==> src/rtl/gpio_irq_pkg.sv <==
package gpio_irq_pkg;
  localparam int NPINS  = 8;
  localparam int ADDR_W = 12;

  localparam logic [ADDR_W-1:0] OFS_SENSE  = 12'h404;
  localparam logic [ADDR_W-1:0] OFS_BOTH   = 12'h408;
  localparam logic [ADDR_W-1:0] OFS_POL    = 12'h40C;
  localparam logic [ADDR_W-1:0] OFS_MASK   = 12'h410;
  localparam logic [ADDR_W-1:0] OFS_RAW    = 12'h414;
  localparam logic [ADDR_W-1:0] OFS_MASKED = 12'h418;
  localparam logic [ADDR_W-1:0] OFS_CLEAR  = 12'h41C;

  typedef enum logic [2:0] {
    RD_NONE, RD_SENSE, RD_BOTH, RD_POL, RD_MASK, RD_RAW, RD_MASKED
  } rdSel_e;

  typedef struct packed {
    logic   wrSense;
    logic   wrBoth;
    logic   wrPol;
    logic   wrMask;
    logic   wrClear;
    rdSel_e rdSel;
  } strobe_t;
endpackage

==> src/rtl/gpio_irq_ctrl.sv <==
module gpio_irq_ctrl
  import gpio_irq_pkg::*;
(
  input  logic              clk,
  input  logic              rstN,
  input  logic              busSel,
  input  logic              busWe,
  input  logic [ADDR_W-1:0] busAddr,
  output strobe_t           strobe
);
  always_comb begin
    strobe = '0;
    strobe.rdSel = RD_NONE;
    if (busSel) begin
      case (busAddr)
        OFS_SENSE:  begin strobe.rdSel = RD_SENSE;  strobe.wrSense = busWe; end
        OFS_BOTH:   begin strobe.rdSel = RD_BOTH;   strobe.wrBoth  = busWe; end
        OFS_POL:    begin strobe.rdSel = RD_POL;    strobe.wrPol   = busWe; end
        OFS_MASK:   begin strobe.rdSel = RD_MASK;   strobe.wrMask  = busWe; end
        OFS_RAW:    strobe.rdSel = RD_RAW;
        OFS_MASKED: strobe.rdSel = RD_MASKED;
        OFS_CLEAR:  strobe.wrClear = busWe;
        default: ;
      endcase
    end
  end

  // at most one register is written per access, and never without busSel
  p_onewr_r2: assert property (@(posedge clk) disable iff (!rstN)
    $onehot0({strobe.wrSense, strobe.wrBoth, strobe.wrPol, strobe.wrMask, strobe.wrClear}));
  p_nosel_r10: assert property (@(posedge clk) disable iff (!rstN)
    !busSel |-> (strobe.rdSel == RD_NONE && !strobe.wrClear));
endmodule

==> src/rtl/gpio_irq_datapath.sv <==
module gpio_irq_datapath
  import gpio_irq_pkg::*;
#(
  parameter int W = NPINS
) (
  input  logic         clk,
  input  logic         rstN,
  input  logic [W-1:0] pinLevel,
  input  logic [W-1:0] pinDir,
  input  strobe_t      strobe,
  input  logic [W-1:0] busWdata,
  output logic [W-1:0] busRdata,
  output logic         irqOut
);
  logic [W-1:0] senseQ, bothQ, polQ, maskQ, statusQ, prevLevelQ;
  logic [W-1:0] changed, matchPol, edgeHit, levelHit, hit, clrMask;

  assign changed  = (pinLevel ^ prevLevelQ) & ~pinDir;
  assign matchPol = ~(pinLevel ^ polQ);
  assign edgeHit  = changed & ~senseQ & (bothQ | matchPol);
  assign levelHit = senseQ & matchPol;
  assign hit      = edgeHit | levelHit;
  assign clrMask  = strobe.wrClear ? busWdata : '0;

  always_ff @(posedge clk) begin
    if (!rstN) begin
      senseQ <= '0; bothQ <= '0; polQ <= '0; maskQ <= '0;
      statusQ <= '0; prevLevelQ <= '0;
    end else begin
      prevLevelQ <= pinLevel;
      if (strobe.wrSense) senseQ <= busWdata;
      if (strobe.wrBoth)  bothQ  <= busWdata;
      if (strobe.wrPol)   polQ   <= busWdata;
      if (strobe.wrMask)  maskQ  <= busWdata;
      statusQ <= (statusQ & ~clrMask) | hit;
    end
  end

  always_comb begin
    case (strobe.rdSel)
      RD_SENSE:  busRdata = senseQ;
      RD_BOTH:   busRdata = bothQ;
      RD_POL:    busRdata = polQ;
      RD_MASK:   busRdata = maskQ;
      RD_RAW:    busRdata = statusQ;
      RD_MASKED: busRdata = statusQ & maskQ;
      default:   busRdata = '0;
    endcase
  end

  assign irqOut = |(statusQ & maskQ);

  // without a clear write no status bit falls
  p_sticky_r7: assert property (@(posedge clk) disable iff (!rstN)
    !strobe.wrClear |=> ((statusQ & $past(statusQ)) == $past(statusQ)));
  // a cleared bit with no event that cycle is gone next cycle
  p_clear_r7: assert property (@(posedge clk) disable iff (!rstN)
    strobe.wrClear |=> (($past(busWdata) & ~$past(hit) & statusQ) == '0));
  // an active level always leaves its bit set
  p_level_r5: assert property (@(posedge clk) disable iff (!rstN)
    (|levelHit) |=> (($past(levelHit) & ~statusQ) == '0));
  // an edge-mode output pin never raises its bit
  p_outpin_r6: assert property (@(posedge clk) disable iff (!rstN)
    1'b1 |=> (($past(pinDir & ~senseQ) & statusQ & ~$past(statusQ)) == '0));
endmodule

==> src/rtl/gpio_irq_unit.sv <==
module gpio_irq_unit
  import gpio_irq_pkg::*;
(
  input  logic              clk,
  input  logic              rstN,
  input  logic [NPINS-1:0]  pinLevel,
  input  logic [NPINS-1:0]  pinDir,
  input  logic              busSel,
  input  logic              busWe,
  input  logic [ADDR_W-1:0] busAddr,
  input  logic [NPINS-1:0]  busWdata,
  output logic [NPINS-1:0]  busRdata,
  output logic              irqOut
);
  strobe_t strobe;

  gpio_irq_ctrl u_ctrl (
    .clk(clk), .rstN(rstN), .busSel(busSel), .busWe(busWe),
    .busAddr(busAddr), .strobe(strobe)
  );

  gpio_irq_datapath #(.W(NPINS)) u_dp (
    .clk(clk), .rstN(rstN), .pinLevel(pinLevel), .pinDir(pinDir),
    .strobe(strobe), .busWdata(busWdata), .busRdata(busRdata), .irqOut(irqOut)
  );
endmodule

==> config.mk <==
export PLATFORM = sky130hd
export DESIGN_NAME = gpio_irq_unit
export DESIGN_NICKNAME = d
export VERILOG_FILES = /design/src/rtl/gpio_irq_pkg.sv /design/src/rtl/gpio_irq_ctrl.sv /design/src/rtl/gpio_irq_datapath.sv /design/src/rtl/gpio_irq_unit.sv
export SDC_FILE = /design/constraint.sdc
export NUM_CORES = 1
export LEC_CHECK = 0
export ABC_CLOCK_PERIOD_IN_PS = 3400
export CAP_MARGIN = 20
export CELL_PAD_IN_SITES_DETAIL_PLACEMENT = 0
export CELL_PAD_IN_SITES_GLOBAL_PLACEMENT = 1
export CORE_ASPECT_RATIO = 1.4
export CORE_MARGIN = 2
export CORE_UTILIZATION = 40
export DETAILED_ROUTE_END_ITERATION = 6
export GPL_TIMING_DRIVEN = 0
export PLACE_DENSITY_LB_ADDON = 0.1
export SETUP_SLACK_MARGIN = 0.1
export SKIP_CTS_REPAIR_TIMING = 1
export SKIP_LAST_GASP = 1
export SYNTH_ARGS = -nofsm -noshare
export SYNTH_HDL_FRONTEND = slang
export SYNTH_SLANG_ARGS = --single-unit
==> constraint.sdc <==
create_clock -name clk -period 3.4 [get_ports clk]
set_clock_uncertainty 0.05 [all_clocks]
set_input_delay 0.51 -clock clk [delete_from_list [all_inputs] [get_ports clk]]
set_output_delay 0.51 -clock clk [all_outputs]
set_load 0.005 [all_outputs]
==> impl_metrics.toml <==
[synthesis]
synth-edff-count = 0
syn_nets = 343
synth.area.top_cells = "dfxtp_1 35%, mux2i_1 17%, nand2_1 5.9%, xor2_1 5.1%, and2_1 3.2%"
synth_top_area_share_pct = 35.23
synth-seq-cells = 48
yosys.cell_types.count = 37
synth_top_flop_cell = "dfxtp_1"
yosysWarnings = 0
synthCells = 303
synth_most_common_cell = "dfxtp_1"
synth_common_cells = "48 x dfxtp_1, 45 x mux2i_1, 43 x nand2_1"
synth_top_area_cell = "dfxtp_1"
syn_area_um2 = 2728
synth_area_per_cell_um2 = 9.002
synth_async_sr_flop_share_pct = 0
ys_seq_area_share_pct = 35.23

[die]
die_area_um2 = 7505
io_pins = 49
die_h_um = 101.7
chipWidth_um = 73.79
row_count = 35
start_util_pct = 41.25
core_area_um2 = 6613

[placement]
gp_congestion = 0.8110
placed_cells = 442
portBuffers = 45
hpwl_um = 5302

[status]
violations = "setup timing"
outcome = "complete, but fails checks"

[clock_tree]
cts_buffers = 5
cts_tree = "yes"
cts_max_path_buffers = 2
clock-sinks = 48
clkTransAtPathRegs_ns = 0.08
h-tree-depth = 2
clock_latency_ns = 0.30
cts-root-buf = "clkbuf_8"

[cells_and_area]
area_delta_synth_final_pct = 27.84
layout.nets = 401
fill_cells = 649
antennaDiodeCount = 0
drive_gt1_share_pct = 7.202
instances_no_fill = 453

[min_path]
hold_path.class = "reg -> reg"

[grt]
grt_pass1_vias = 2300
track_usage_pct = 20.18
antenna_found_initial = 0
grt_max_degree = 14
grt_pass1_wl_um = 11430
overflow = 0

[timing]
final_max_slew_viol_count = 0
fin_crit_ns = 3.446
grt_setup_unrepaired = "true"
setup_ws_ns = -0.04617
whs_ns = 0.4280
setup_viol = 1
max_freq_mhz = 290.2
finalSetupTns_ns = -0.04617
post-route-period-util_pct = 101.4
hold_viol_final = 0
tightestPinTransition_ns = 0.9622
max_slew_margin_pct = 35.37

[detailed_routing]
ant_nets = 0
finalWirelength_um = 7273
wl_per_cell_um = 16.06
via_per_inst = 5.336
vias = 2417
drc = 0
drt_pass1_iterations = 4
drt-initial-drc-count = 76

[critical_path]
worst_setup_path_start_kind = "input pin"
crit_type = "in -> out"
arrival_ns = 2.89
crit_required_ns = 2.84
end_kind = "output port"
crit_fanout = 6

[power_and_ir_drop]
power_per_cell_area_nw_per_um2 = 299.4
pwr-share-comb_pct = 13.1
ir_drop_v = 0.0002098
p_leak_uw = 0.001453
clkPwrFrac_pct = 31.6
swShare_pct = 25.07
p_switching_uw = 261.8
p_seq_share_pct = 55.2
p_int_uw = 782.4

[flow_run]
max_cap_viol_count = 0
power groups by stage:
stage               sequential, µW  combinational [µW]  clock [µW]
finish                         577                 137         330
global route                   578                 149         358
CTS                            577                 132         338
detailed placement             590                 131           0
global placement               590                 129           0
floorplan                      588                61.8           0
logic make-up (layout without fill, tap and decap cells):
family	after synthesis	count (layout)	synth area share, %
compound gates	56	56	14.77
xor+xnor	16	16	5.137
buf+inv	25	83	3.762
flops	48	48	35.23
mux	45	45	16.51
simple gates	113	113	24.59
per-stage QoR:
| step | worst slack [ns] | power [µW] | util, % | instance area, µm² |
|---|---|---|---|---|
| global route | -0.1232 | 1085 | 52.73 | 3487 |
| CTS | -0.4778 | 1047 | 51.26 | 3390 |
| global placement | -0.5942 | 718.9 | 49.80 | 3293 |
| detailed placement | -0.4696 | 721.5 | 50.09 | 3312 |
| floorplan | 0.8729 | 649.9 | - | 2728 |
| finish | -0.04617 | 1044 | 52.73 | 3487 |
cell type report:
type / instances / area [µm²] / share of cell area, %
Inverter: 10 / 37.54 / 1.076
Clock inverter: 1 / 5.005 / 0.1435
Timing Repair Buffer: 51 / 508.0 / 14.57
Multi-Input combinational cell: 230 / 1722 / 49.37
Tap cell: 92 / 115.1 / 3.301
Sequential cell: 48 / 960.9 / 27.56
Clock buffer: 6 / 72.57 / 2.081
Buffer: 15 / 66.31 / 1.902
layer usage:
layer | GRT usage [%] | share of wire (%)
met1 | 25.87 | 44
met2 | 34.27 | 49
met3 | 2.587 | 4.2
met4 | 7.273 | 3.2
met5 | 0 | 0
layout by cell type, fill, tap and decap left out, drive strengths merged, types with 2 or more instances in the layout:
cell type,count
nand4bb,2
clkdlybuf4s50,39
a21boi,8
mux2i,45
nand3b,3
a31oi,2
o21ai,2
or4b,2
a21oi,8
and2,14
or3,2
nand2,43
o22ai,9
xor2,16
and3b,9
buf,8
nor4,5
o221ai,6
a211oi,2
nor2,8
dlymetal6s2s,6
inv,10
or4,2
a311oi,8
nand4b,2
o21a,8
nor3b,9
clkbuf,19
nor2b,9
dfxtp,48
worst paths after layout:
kind	from	end	slack, ns	cells past startpoint
min reg2reg	u_dp.senseQ[3]	u_dp.senseQ[3]	0.43	2
max reg2reg	u_dp.prevLevelQ[7]	u_dp.statusQ[7]	2.16	4
min	u_dp.senseQ[3]	u_dp.senseQ[3]	0.43	2
max	busAddr[9]	busRdata[0]	-0.05	8
state kept, by name, indices dropped and copies added, names as in the netlist:
register / flops
u_dp.bothQ: 8
u_dp.maskQ: 8
u_dp.polQ: 8
u_dp.prevLevelQ: 8
u_dp.senseQ: 8
u_dp.statusQ: 8
worst max-delay path, cell delays in order:
cell             delay [ns]
clkdlybuf4s50_1        0.39
or4b_1                 0.51
buf_2                  0.19
nor4_4                 0.39
buf_2                  0.22
nand2_1                0.07
o221ai_2               0.07
clkdlybuf4s50_1        0.53
Note: power is estimated with default switching activity, not from simulation.
